===== config.mk =====
export PLATFORM = sky130hd
export DESIGN_NAME = ctr_extend
export DESIGN_NICKNAME = d
export VERILOG_FILES = /design/src/rtl/ctr_extend_pkg.sv /design/src/rtl/ctr_extend_strobe.sv /design/src/rtl/ctr_extend_wrap.sv /design/src/rtl/ctr_extend_high.sv /design/src/rtl/ctr_extend.sv
export SDC_FILE = /design/constraint.sdc
export NUM_CORES = 1
export LEC_CHECK = 0
export ABC_CLOCK_PERIOD_IN_PS = 4450
export BUFFER_PORTS_ARGS = -buffer_cell sky130_fd_sc_hd__buf_4
export CORE_MARGIN = 1
export CORE_UTILIZATION = 54
export CTS_BUF_LIST = sky130_fd_sc_hd__clkbuf_16
export CTS_CLUSTER_SIZE = 40
export DETAILED_ROUTE_END_ITERATION = 16
export PLACE_DENSITY = 0.86
export SETUP_SLACK_MARGIN = 0.05
export SYNTH_ARGS = -nofsm -noshare
export SYNTH_HDL_FRONTEND = slang
export SYNTH_SLANG_ARGS = --single-unit

===== constraint.sdc =====
create_clock -name clk -period 4.45 [get_ports clk]
set_input_delay 0.445 -clock clk [delete_from_list [all_inputs] [get_ports clk]]
set_output_delay 0.445 -clock clk [all_outputs]
set_load 0.03 [all_outputs]

===== src/rtl/ctr_extend_pkg.sv =====
package ctr_extend_pkg;
  localparam int MAXW = 64;

  // Wrap inferred when a previous sample exists and exceeds the current one.
  function automatic logic is_wrap(logic [MAXW-1:0] prev, logic [MAXW-1:0] cur, logic have_prev);
    return have_prev && (prev > cur);
  endfunction

  function automatic logic [MAXW-1:0] bump(logic [MAXW-1:0] hi, logic inc);
    return hi + {{(MAXW-1){1'b0}}, inc};
  endfunction
endpackage


===== src/rtl/ctr_extend_strobe.sv =====
module ctr_extend_strobe #(
  parameter int LO_W  = 32,
  parameter int N_SRC = 2
) (
  input  logic [N_SRC-1:0] src_i,
  input  logic             armed_i,
  input  logic [LO_W-1:0]  cnt_i,
  output logic             strobe_o,
  output logic [LO_W-1:0]  sample_o
);
  logic [N_SRC:0] any_w;
  assign any_w[0] = 1'b0;

  for (genvar g = 0; g < N_SRC; g++) begin : g_or
    assign any_w[g+1] = any_w[g] | src_i[g];
  end

  assign strobe_o = any_w[N_SRC];
  assign sample_o = armed_i ? cnt_i : '0;
endmodule


===== src/rtl/ctr_extend_wrap.sv =====
module ctr_extend_wrap
  import ctr_extend_pkg::*;
#(
  parameter int LO_W = 32
) (
  input  logic            clk,
  input  logic            rst_n,
  input  logic            strobe_i,
  input  logic [LO_W-1:0] sample_i,
  output logic            wrap_o
);
  logic [LO_W-1:0] prev_q;
  logic            have_prev_q;

  assign wrap_o = strobe_i && is_wrap(MAXW'(prev_q), MAXW'(sample_i), have_prev_q);

  always_ff @(posedge clk) begin
    if (!rst_n) begin
      prev_q      <= '0;
      have_prev_q <= 1'b0;
    end else if (strobe_i) begin
      prev_q      <= sample_i;
      have_prev_q <= 1'b1;
    end
  end
endmodule


===== src/rtl/ctr_extend_high.sv =====
module ctr_extend_high
  import ctr_extend_pkg::*;
#(
  parameter int HI_W = 32
) (
  input  logic            clk,
  input  logic            rst_n,
  input  logic            wrap_i,
  output logic [HI_W-1:0] hi_q_o,
  output logic [HI_W-1:0] hi_next_o
);
  logic [HI_W-1:0] hi_q;
  logic [MAXW-1:0] wide_w;

  assign wide_w    = bump(MAXW'(hi_q), wrap_i);
  assign hi_next_o = wide_w[HI_W-1:0];
  assign hi_q_o    = hi_q;

  always_ff @(posedge clk) begin
    if (!rst_n) hi_q <= '0;
    else        hi_q <= hi_next_o;
  end
endmodule


===== src/rtl/ctr_extend.sv =====
module ctr_extend #(
  parameter int LO_W = 32,
  parameter int HI_W = 32
) (
  input  logic                 clk,
  input  logic                 rst_n,
  input  logic [LO_W-1:0]      cnt_i,
  input  logic                 armed_i,
  input  logic                 tick_i,
  input  logic                 read_i,
  output logic [LO_W+HI_W-1:0] ts_o,
  output logic                 ts_valid_o
);
  localparam int TS_W = LO_W + HI_W;

  logic            strobe_w;
  logic [LO_W-1:0] sample_w;
  logic            wrap_w;
  logic [HI_W-1:0] hi_q;
  logic [HI_W-1:0] hi_next_w;
  logic [TS_W-1:0] ts_q;
  logic            valid_q;

  ctr_extend_strobe #(.LO_W(LO_W), .N_SRC(2)) u_strobe (
    .src_i   ({read_i, tick_i}),
    .armed_i (armed_i),
    .cnt_i   (cnt_i),
    .strobe_o(strobe_w),
    .sample_o(sample_w)
  );

  ctr_extend_wrap #(.LO_W(LO_W)) u_wrap (
    .clk     (clk),
    .rst_n   (rst_n),
    .strobe_i(strobe_w),
    .sample_i(sample_w),
    .wrap_o  (wrap_w)
  );

  ctr_extend_high #(.HI_W(HI_W)) u_high (
    .clk      (clk),
    .rst_n    (rst_n),
    .wrap_i   (wrap_w),
    .hi_q_o   (hi_q),
    .hi_next_o(hi_next_w)
  );

  always_ff @(posedge clk) begin
    if (!rst_n) begin
      ts_q    <= '0;
      valid_q <= 1'b0;
    end else begin
      valid_q <= strobe_w;
      if (strobe_w) ts_q <= {hi_next_w, sample_w};
    end
  end

  assign ts_o       = ts_q;
  assign ts_valid_o = valid_q;
endmodule


==> load_flow_metrics.sql <==
INSERT INTO impl_metrics (metric_group, metric, value, unit) VALUES
('placed_design', 'place_congestion', '0.820', ''),
('yosys', 'mappedNetlistNets', '607', ''),
('sta', 'slew_headroom', '41.5', '%'),
('sta', 'rsz0062_at_grt', 'false', ''),
('layout', 'final_area', '0.00560', 'mm2'),
('detailed_routing', 'route.final.wire_length', '10.9', 'mm'),
('cts', 'cts-resized-gates', '0', ''),
('cts', 'clkSinkCount', '98', ''),
('yosys', 'post_synth_main_area_contributors', 'sky130_fd_sc_hd__dfxtp_1 (44%), sky130_fd_sc_hd__ha_1 (9.5%), sky130_fd_sc_hd__a21oi_1 (7.4%)', ''),
('worst_setup_path', 'path_common_cell', 'sky130_fd_sc_hd__ha_1', ''),
('sta', 'fin_crit', '3.64', 'ns'),
('floorplanning', 'placementRows', '32', ''),
('detailed_routing', 'antenna_left', '0', ''),
('yosys', 'synth_edf_count', '0', ''),
('yosys', 'synth_ff_type', 'sky130_fd_sc_hd__dfxtp_1', ''),
('cts', 'clock_insertion_delay_worst_skew', '0.34', 'ns'),
('floorplanning', 'dieHeight', '93.2', 'um'),
('worst_setup_path', 'critical_path.max_stage_delay', '0.38', 'ns'),
('detailed_routing', 'avg_wl_per_cell', '14.9', 'um'),
('yosys', 'synth.yosys.seq_area_share', '43.7', '%'),
('cts', 'clockRootBuffer', 'sky130_fd_sc_hd__clkbuf_16', ''),
('sta', 'fin_setup_tns', '0', 'ns'),
('yosys', 'ffs_w_async_s_r_synth', '0', '%'),
('layout', 'finish.cell_count_without_fillers', '727', ''),
('cts', 'clock_path_buffers', '2', ''),
('detailed_routing', 'post_drt_via_cell_ratio', '5.67', ''),
('sta', 'setup_viol', '0', ''),
('run_status', 'result_of_the_run', 'finished, final reports clean', ''),
('job', 'max_cap_violations', '0', ''),
('grt', 'global_route_wire_length_before_repair', '18.0', 'mm'),
('yosys', 'synthDistinctLibCells', '37', ''),
('yosys', 'yosys_register_bits', '98', ''),
('layout', 'layout-area-overhead-vs-synth', '24.7', '%'),
('detailed_routing', 'drt_iter0_markers', '162', ''),
('sta', 'skew', '0.00894', 'ns'),
('worst_setup_path', 'worst-endpoint-required', '4.63', 'ns'),
('worst_setup_path', 'r2r_cells', '13', ''),
('floorplanning', 'initial_utilization', '56.9', '%'),
('worst_setup_path', 'crit_fanout', '52', ''),
('grt', 'overflow', '0', ''),
('worst_setup_path', 'crit_path_start_kind', 'input pin', ''),
('placed_design', 'place.detailed.hpwl', '7.44', 'mm'),
('cts', 'cts_buffers', '9', ''),
('yosys', 'postSynthCellCount', '536', ''),
('floorplanning', 'die-width', '93.2', 'um'),
('placed_design', 'place.detailed.instances', '711', ''),
('sta', 'achievable-frequency', '274', 'MHz'),
('sta', 'final_hold_viol_count', '0', ''),
('grt', 'grt_use_total', '25.9', '%'),
('floorplanning', 'core_region_area', '0.00789', 'mm2'),
('cts', 'cts_tree', 'built', ''),
('detailed_routing', 'dr_total_vias', '4123', ''),
('layout', 'layout.cells.most_common_list', 'sky130_fd_sc_hd__buf_4 (105), sky130_fd_sc_hd__dfxtp_1 (98), sky130_fd_sc_hd__nand2_1 (86)', ''),
('detailed_routing', 'drc_errors', '0', ''),
('worst_setup_path', 'crit_type', 'in2reg', ''),
('sta', 'final_layout_worst_hold_slack', '0.382', 'ns'),
('worst_setup_path', 'critical_path_sink_type', 'flop', ''),
('cts', 'clk_pin_slew', '0.07', 'ns'),
('layout', 'final_core_utilization', '70.9', '%'),
('layout', 'nets', '691', ''),
('min_path', 'worst_hold_path_type', 'in2reg', ''),
('power', 'power_per_cell_area', '358', 'mW/mm2'),
('yosys', 'yosys_warnings', '0', ''),
('power', 'total_power', '2.01', 'mW'),
('sta', 'timing.final.ws_setup', '0.806', 'ns'),
('min_path', 'whs_path_depth', '3', ''),
('yosys', 'synth_area', '0.00449', 'mm2'),
('detailed_routing', 'dr.pass1.iters', '4', ''),
('worst_setup_path', 'crit_slowest_cell', 'sky130_fd_sc_hd__buf_4', ''),
('grt', 'first_global_vias', '4070', ''),
('grt', 'antenna_found_initial', '0', '');
## final timing paths
check	endpoint	slack, ns	start
setup / recovery	ts_o[58]	0.81	armed_i
hold / removal	ts_o[31]	0.38	cnt_i[31]
setup reg to reg	ts_o[58]	1.08	ts_o[14]
hold reg to reg	ts_o[33]	0.46	ts_o[33]
## metal layers
layer	vias to the layer above	track usage, %	part of all wire [%]
li1	2043	-	-
met1	1881	31.5	43
met2	173	44.1	48
met3	26	5.04	6.4
met4	0	11.7	2.4
met5	-	0	0
## state kept, by name, indices dropped and copies added (netlist names)
| signal | count |
|---|---|
| u_wrap.have_prev_q | 1 |
| ts_valid_o | 1 |
| ts_o | 64 |
| u_high.hi_q_o | 32 |
## power by group
part	switching, mW	internal (mW)	leakage [nW]
registers	0.0192	0.903	0.798
clock network	0.333	0.491	0.156
logic	0.158	0.100	1.38
## final cells by class
type / count / area [um2]
clock inverter: 7 / 91.3
clock buffer: 9 / 225
fill: 603 / 2290
tap: 102 / 128
multi-input combinational: 402 / 2390
inverter: 4 / 15.0
sequential: 98 / 1960
timing repair buffer: 105 / 788
## cells in the mapped netlist, types with 2 or more instances
library cell               instances
sky130_fd_sc_hd__dfxtp_1          98
sky130_fd_sc_hd__nand2_1          86
sky130_fd_sc_hd__a21oi_1          66
sky130_fd_sc_hd__nor2_1           50
sky130_fd_sc_hd__nand3_1          44
sky130_fd_sc_hd__ha_1             34
sky130_fd_sc_hd__clkbuf_1         29
sky130_fd_sc_hd__o21ai_0          26
sky130_fd_sc_hd__xnor2_1          18
sky130_fd_sc_hd__nand4_1          13
sky130_fd_sc_hd__xor2_1           12
sky130_fd_sc_hd__a211oi_1         10
sky130_fd_sc_hd__and4_1            7
sky130_fd_sc_hd__nor3_1            7
sky130_fd_sc_hd__and2_1            4
sky130_fd_sc_hd__inv_1             4
sky130_fd_sc_hd__nor4_2            4
sky130_fd_sc_hd__nor4_1            3
sky130_fd_sc_hd__and3_1            2
sky130_fd_sc_hd__buf_1             2
## critical path: cells and delay by family
kind	cells	cell delay (ns)
AO/OA/AOI/OAI	4	0.63
XOR/XNOR	1	0.19
adder cells (fa/ha/maj)	3	0.78
buffers and inverters	1	0.38
AND/OR/NAND/NOR	6	1.37
## logic make-up after synthesis
kind of cell	synth area share [%]
AOI/OAI and AO/OA	13.4
DFF	43.7
adders and majority gates	9.48
and+or+nand+nor	24.4
buffers and inverters	3.18
xor gates and xnor gates	5.85
Power figures use the tool's default switching activity.
